**config.mk**
```make
export PLATFORM = sky130hd
export DESIGN_NAME = pdio_irq_ctrl
export DESIGN_NICKNAME = d
export VERILOG_FILES = /design/src/rtl/pdio_pkg.sv /design/src/rtl/pdio_sync.sv /design/src/rtl/pdio_out_latch.sv /design/src/rtl/pdio_edge_port.sv /design/src/rtl/pdio_irq_ctrl.sv
export SDC_FILE = /design/constraint.sdc
export NUM_CORES = 1
export LEC_CHECK = 0
export BUFFER_PORTS_ARGS = -buffer_cell sky130_fd_sc_hd__buf_2
export CAP_MARGIN = 10
export CORE_MARGIN = 2
export CORE_UTILIZATION = 55
export DETAILED_ROUTE_END_ITERATION = 6
export PLACE_DENSITY = 0.81
export SLEW_MARGIN = 20
export SYNTH_ARGS = -nofsm -noshare
export SYNTH_HDL_FRONTEND = slang
export SYNTH_SLANG_ARGS = --single-unit
```
**constraint.sdc**
```tcl
create_clock -name clk -period 5.45 [get_ports clk]
set_clock_uncertainty 0.2 [all_clocks]
set_input_delay 1.09 -clock clk [delete_from_list [all_inputs] [get_ports clk]]
set_output_delay 1.09 -clock clk [all_outputs]
set_load 0.01 [all_outputs]
```
**src/rtl/pdio_pkg.sv**
```systemverilog
package pdio_pkg;
  localparam int ADDR_W = 4;
  localparam logic [ADDR_W-1:0] OFS_PEND  = 4'h6;
  localparam logic [ADDR_W-1:0] OFS_PGLK  = 4'h7;
  localparam logic [ADDR_W-1:0] OFS_PAGED = 4'h8;

  typedef enum logic [1:0] {
    PG_BASE = 2'd0,
    PG_POL  = 2'd1,
    PG_ENA  = 2'd2,
    PG_IDR  = 2'd3
  } page_e;
endpackage

```
**src/rtl/pdio_sync.sv**
```systemverilog
module pdio_sync #(
  parameter int W = 48
) (
  input  logic         clk,
  input  logic         rst,
  input  logic [W-1:0] d,
  output logic [W-1:0] q
);
  logic [W-1:0] meta;

  always_ff @(posedge clk) begin
    if (rst) begin
      meta <= '0;
      q    <= '0;
    end else begin
      meta <= d;
      q    <= meta;
    end
  end
endmodule

```
**src/rtl/pdio_out_latch.sv**
```systemverilog
module pdio_out_latch #(
  parameter int BITS = 8
) (
  input  logic            clk,
  input  logic            rst,
  input  logic            we,
  input  logic            lock,
  input  logic [BITS-1:0] d,
  output logic [BITS-1:0] q
);
  always_ff @(posedge clk) begin
    if (rst)
      q <= '0;
    else if (we && !lock)
      q <= d;
  end
endmodule

```
**src/rtl/pdio_edge_port.sv**
```systemverilog
module pdio_edge_port #(
  parameter int BITS = 8
) (
  input  logic            clk,
  input  logic            rst,
  input  logic [BITS-1:0] smp,
  input  logic            pol_we,
  input  logic            en_we,
  input  logic            id_we,
  input  logic [BITS-1:0] d,
  output logic [BITS-1:0] en,
  output logic [BITS-1:0] id
);
  logic [BITS-1:0] pol;
  logic [BITS-1:0] prev;
  logic [BITS-1:0] hit;

  // rising where pol=1, falling where pol=0, gated by enable
  always_comb hit = en & ((pol & smp & ~prev) | (~pol & ~smp & prev));

  always_ff @(posedge clk) begin
    if (rst) begin
      prev <= '0;
      pol  <= '0;
      en   <= '0;
      id   <= '0;
    end else begin
      prev <= smp;
      if (pol_we) pol <= d;
      if (en_we)  en  <= d;
      id <= (id_we ? (id & d) : id) | hit;
    end
  end
endmodule

```
**src/rtl/pdio_irq_ctrl.sv**
```systemverilog
module pdio_irq_ctrl
  import pdio_pkg::*;
#(
  parameter int PORTS     = 6,
  parameter int IRQ_PORTS = 3,
  parameter int BITS      = 8
) (
  input  logic                  clk,
  input  logic                  rst,
  input  logic                  wr_en,
  input  logic                  rd_en,
  input  logic [ADDR_W-1:0]     addr,
  input  logic [BITS-1:0]       wdata,
  output logic [BITS-1:0]       rdata,
  input  logic [PORTS*BITS-1:0] pad_in,
  output logic [PORTS*BITS-1:0] pad_out,
  output logic                  irq
);
  localparam int PIN_W = PORTS * BITS;
  localparam int ID_W  = IRQ_PORTS * BITS;

  page_e                 page_q;
  logic [PORTS-1:0]      lock_q;
  logic [PIN_W-1:0]      pin_s;
  logic [ID_W-1:0]       en_all;
  logic [ID_W-1:0]       id_all;
  logic [IRQ_PORTS-1:0]  pend;
  logic [ADDR_W-1:0]     paged_idx;
  logic                  paged_hit;
  logic [BITS-1:0]       rd_val;

  assign paged_idx = addr - OFS_PAGED;
  assign paged_hit = (addr >= OFS_PAGED) && (paged_idx < ADDR_W'(IRQ_PORTS));

  pdio_sync #(.W(PIN_W)) u_sync (
    .clk (clk),
    .rst (rst),
    .d   (pad_in),
    .q   (pin_s)
  );

  always_ff @(posedge clk) begin
    if (rst) begin
      page_q <= PG_BASE;
      lock_q <= '0;
    end else if (wr_en && addr == OFS_PGLK) begin
      page_q <= page_e'(wdata[BITS-1 -: 2]);
      lock_q <= wdata[PORTS-1:0];
    end
  end

  for (genvar p = 0; p < PORTS; p++) begin : g_port
    pdio_out_latch #(.BITS(BITS)) u_lat (
      .clk  (clk),
      .rst  (rst),
      .we   (wr_en && addr == ADDR_W'(p)),
      .lock (lock_q[p]),
      .d    (wdata),
      .q    (pad_out[p*BITS +: BITS])
    );
  end

  for (genvar i = 0; i < IRQ_PORTS; i++) begin : g_irq
    logic sel;
    assign sel = wr_en && paged_hit && paged_idx == ADDR_W'(i);
    pdio_edge_port #(.BITS(BITS)) u_edge (
      .clk    (clk),
      .rst    (rst),
      .smp    (pin_s[i*BITS +: BITS]),
      .pol_we (sel && page_q == PG_POL),
      .en_we  (sel && page_q == PG_ENA),
      .id_we  (sel && page_q == PG_IDR),
      .d      (wdata),
      .en     (en_all[i*BITS +: BITS]),
      .id     (id_all[i*BITS +: BITS])
    );
    assign pend[i] = |id_all[i*BITS +: BITS];
  end

  always_comb begin
    rd_val = '0;
    for (int p = 0; p < PORTS; p++)
      if (addr == ADDR_W'(p)) rd_val = pin_s[p*BITS +: BITS];
    if (addr == OFS_PEND)
      rd_val = BITS'(pend);
    if (paged_hit && page_q == PG_IDR)
      for (int i = 0; i < IRQ_PORTS; i++)
        if (paged_idx == ADDR_W'(i)) rd_val = id_all[i*BITS +: BITS];
  end

  always_ff @(posedge clk) begin
    if (rst) begin
      rdata <= '0;
      irq   <= 1'b0;
    end else begin
      rdata <= rd_en ? rd_val : '0;
      irq   <= |pend;
    end
  end
endmodule

```
* Yosys cells after proc, flatten, opt, wreduce, memory -nomap -nowiden
Cells that the tools add are included.
** Operators by class
- $lt $le $gt $ge :: 2
- Bitwise operators :: 34
- Add/subtract/negate cells :: 1
- Reduce and logical (&&, ||, !) cells :: 41
- Multiplexer cells :: 14
- Eq/ne operators :: 12
** Operators with widths (number)
- $and A8 B8 Y8 :: 18
- $mux W8 :: 14
- $not A8 Y8 :: 9
- $or A8 B8 Y8 :: 6
- $logic_and A1 B1 Y1 :: 28
- $reduce_or A24 Y1 :: 1
- $reduce_or A8 Y1 :: 3
- $eq A4 B3 Y1 const B :: 4
- $eq A4 B2 Y1 const B :: 3
- $eq A4 B1 Y1 const B :: 2
- $logic_not A4 Y1 :: 2
- $logic_not A1 Y1 :: 6
- $eq A2 B2 Y1 const B :: 2
- $ge A4 B4 Y1 const B :: 1
- $lt A4 B2 Y1 const B :: 1
- $sub A4 B4 Y4 const B :: 1
- $eq A2 B1 Y1 const B :: 1
- $reduce_or A2 Y1 :: 1
- $not A1 Y1 :: 1
** Storage, ports and cells
- Bits of input ports :: 64
- Register bits after elaboration :: 257
- Output and inout port bits :: 57
- Logic and storage cells :: 128

* Depth between registers and ports, before layout
- Depth after elaboration :: 12
- Gate-level depth with buffers :: 8
- Depth with buffers taken out :: 5

* Modules after synthesis
A second synthesis with hierarchy kept.
** Second synthesis, totals
- Cell total of the unflattened synthesis :: 945
- Area total of the unflattened synthesis :: 9883.2 um^2
** By module, submodules not included
- pdio_edge_port :: instances 3, seq. area each 640.6 um^2, area each 1233.7 um^2, cells an instance 118
- pdio_sync :: instances 1, seq. area each 1921.8 um^2, area each 2600.0 um^2, cells an instance 202
- pdio_out_latch :: instances 6, seq. area each 160.2 um^2, area each 359.1 um^2, cells an instance 34
- pdio_irq_ctrl :: instances 1, seq. area each 340.3 um^2, area each 1427.6 um^2, cells an instance 185

* Worst setup path after synthesis
OpenSTA, ideal clock, no wires.
- Kind :: input -> register
- Start :: input wr_en
- End :: register g_port[0].u_lat.q[0]
- Slack :: 2.914 ns
- Stages on the path :: 6
- Buffers on the path :: 2
- Library setup time :: 0.128 ns
- Arrival :: 2.208 ns
- Required time :: 5.122 ns
- Path through :: clkbuf_1 > nand2_2 > or4_1 > buf_2 > mux2i_1 > nor2_1
** On the way
- Cells in the longest elaborated chain, start to end :: 2
** RTL lines
- start, declared :: line pdio_irq_ctrl.sv:10 : input logic wr_en,
- $logic_and A1 B1 Y1 :: line pdio_irq_ctrl.sv:56 : .we (wr_en && addr == ADDR_W'(p)),
- $logic_and A1 B1 Y1 :: line pdio_out_latch.sv:14 : else if (we && !lock)
- end signal, assigned :: line pdio_out_latch.sv:13 : q <= '0;
- end signal, assigned :: line pdio_out_latch.sv:15 : q <= d;
- end, declared :: line pdio_out_latch.sv:9 : output logic [BITS-1:0] q
Every way passes these cells.
A chain may end at the register's enable or synchronous reset.

* Worst setup path in the final report
- Start :: input addr[0]
- End :: register g_port[3].u_lat.q[6]
** On the way
- Cells in the longest elaborated chain, start to end :: 3
** RTL lines
- start, declared :: line pdio_irq_ctrl.sv:12 : input logic [ADDR_W-1:0] addr,
- $eq A4 B2 Y1 :: line pdio_irq_ctrl.sv:56
- $logic_and A1 B1 Y1 :: line pdio_irq_ctrl.sv:56
- $logic_and A1 B1 Y1 :: line pdio_out_latch.sv:14
- end signal, assigned :: line pdio_out_latch.sv:13
- end signal, assigned :: line pdio_out_latch.sv:15
- end, declared :: line pdio_out_latch.sv:9
Every way passes these cells.

==> results_dict.tcl <==
set metrics [dict create \
    status "completed" \
    period_share_pct 50.5 \
    drive_gt1_share_pct 17.9 \
    routed_wl_mm 21.0 \
    clkLatencyLatePin_ns 0.51 \
    finish.utilization_pct 65.4 \
    p_per_area_mw_per_mm2 360 \
    timing.rr.start "page_q[0]" \
    reg2reg_slack_ns 3.56 \
    crit_fanout 36 \
    timing.rr.end "g_irq[0].u_edge.pol[2]" \
    clkTransAtPathRegs_ns 0.06 \
    final_cell_count_no_fill 1281 \
    post_cts_resized 0 \
    remaining_drc_errors 0 \
    antenna_found_initial 0 \
    arrival_ns 2.93 \
    die-area_sq_mm 0.0179 \
    cp_cell_sequence "buf_2, nand2_1, nor3_4, mux2i_1, nor2_1" \
    portBuffers 120 \
    clock.fmax_mhz 363 \
    startpoint "addr[0]" \
    placed_cells 1237 \
    clk_path_buf_depth 3 \
    final_nets 1108 \
    drt_iter0_drc 494 \
    r2r_cells 5 \
    initial_core_util_pct 56.0 \
    hpwl_mm 13.8 \
    final-max-slew-violation-count 0 \
    area_delta_synth_final_pct 16.8 \
    startpoint_type "input pin" \
    critPathKind "input pin to flip-flop" \
    leakage_nw 4.70 \
    grt_setup_unrepaired "no" \
    hold_class "flip-flop to flip-flop" \
    synth_flop_cell "dfxtp_1" \
    grt_pass1_vias 6221 \
    synthArstFlopShare_pct 0 \
    grt_max_degree 130 \
    numCtsBuffers 25 \
    grt.total_usage_pct 23.0 \
    endpoint_kind "flip-flop" \
    max_slew_margin_pct 43.5 \
    overflow 0 \
    clkSinkCount 257 \
    syn-num-nets 1010 \
    final.min_clock_period_ns 2.75 \
    cts_tree "yes" \
    fin_tns_setup_ns 0 \
    crit_path_end "g_port[3].u_lat.q[6]" \
    ys_ff_latch 257 \
    syn_area_sq_mm 0.00925 \
    synth_edf_count 0 \
    dieWidth_microns 134 \
    root_buffer "clkbuf_16" \
    cts_max_level 1 \
    peakVddDrop_uv 261 \
    wl_per_cell_microns 16.4 \
    cap_violations 0 \
    syn_area_per_cell_sq_um 9.78 \
    seq_area_frac_synth_pct 55.6 \
    cp_slowest_stage_delay_ns 0.53 \
    fp.coreArea_sq_mm 0.0165 \
    final_common_cell "dfxtp_1" \
    hold_violations 0 \
    gp_congestion 0.913 \
    rows 47 \
    num_vias 6803 \
    report.final.setup_viol 0 \
    worst_hold_slack_ns 0.233 \
    worst_pin_slew_ns 0.848 \
    final_cell_mix "dfxtp_1 (257), nor2_1 (137), nor2b_1 (120)" \
    total_power_mw 3.89 \
    postSynthCellCount 946 \
    dr.pass1.iters 5 \
    fp.dieH_microns 134 \
    post_cts_buffers 0 \
    ant_nets 0 \
    crit_slowest_cell "buf_2" \
    required_ns 5.63 \
    via_per_inst 5.31 \
    yosysUniqueCellTypes 48 \
    holdBufCountCts 0 \
    antennaDiodeCount 0 \
    grt_pass1_wl_mm 32.6 \
    ys_warn_count 0 \
    pin_count 121 \
]
routing by layer:
metal	GRT usage (%)	wire, microns	share of wire, %
met5	0	0	0
met4	9.04	647	3.1
met3	4.22	1450	6.9
met2	37.1	9720	46
met1	30.7	9140	44
layout make-up:
class	count	area, sq um
inverters	2	7.51
clock inverters	7	120
repair buffers	122	634
fillers	1303	5720
flip-flops and latches	257	5140
multi-input cells	636	3880
clock buffers	37	741
well taps	220	275
critical path, delay by kind of cell:
family | cells | cell delay [ns]
buf+inv | 1 | 0.53
mux | 1 | 0.27
simple gates | 3 | 1.01
where the power goes:
group / leakage (nW) / switching [mW] / internal (mW)
registers: 2.09 / 0.0202 / 1.92
clock network: 0.419 / 0.694 / 1.08
logic: 2.19 / 0.108 / 0.0678
metrics by stage:
stage | setup WS (ns) | area (sq um)
2_1_floorplan | 2.91 | 9250
3_3_place_gp | 2.30 | 9940
3_5_place_dp | 2.20 | 9940
4_1_cts | 2.70 | 10800
5_1_grt | 2.49 | 10800
6_report | 2.70 | 10800
state kept, by name, indices dropped and copies added, names as in the netlist:
signal and count:
irq 1, g_irq.u_edge.id 24, g_port.u_lat.q 48, g_irq.u_edge.prev 24, lock_q 6, u_sync.q 48
g_irq.u_edge.en 24, page_q 2, u_sync.meta 48, g_irq.u_edge.pol 24, rdata 8
cell usage after synthesis, types with 3 or more instances:
cell,count,area [sq um]
nor3_1,3,15.0
a31oi_1,6,37.5
nor2b_1,120,751
or4_1,3,22.5
nor2_1,137,514
buf_2,11,55.1
mux2_2,5,56.3
a21oi_1,36,180
mux2i_1,100,1000
nor4_1,4,25.0
nand2_1,102,383
o21ai_0,61,305
nand2b_1,5,31.3
nor3_4,3,48.8
clkbuf_1,37,139
mux4_2,6,135
o211ai_1,7,52.6
dfxtp_1,257,5140
nand3_2,5,50.1
nand3_1,5,25.0
cell families (layout without fill, tap and decap cells):
family          after synthesis  in the layout  synth area share [%]
simple gates                405            405                  21.8
buf+inv                      53            168                  2.42
mux                         111            111                  12.9
flops                       257            257                  55.6
compound gates              120            120                  7.25
worst min path at each step:
stage | startpoint | end | cells after the start
after global routing | u_sync.meta[26] | u_sync.q[26] | 1
after global placement | u_sync.meta[34] | u_sync.q[34] | 1
after detailed placement | u_sync.meta[14] | u_sync.q[14] | 1
after CTS | u_sync.meta[14] | u_sync.q[14] | 1
final | u_sync.meta[10] | u_sync.q[10] | 1
after floorplan | u_sync.meta[0] | u_sync.q[0] | 1
(Power assumes the default switching activity.)
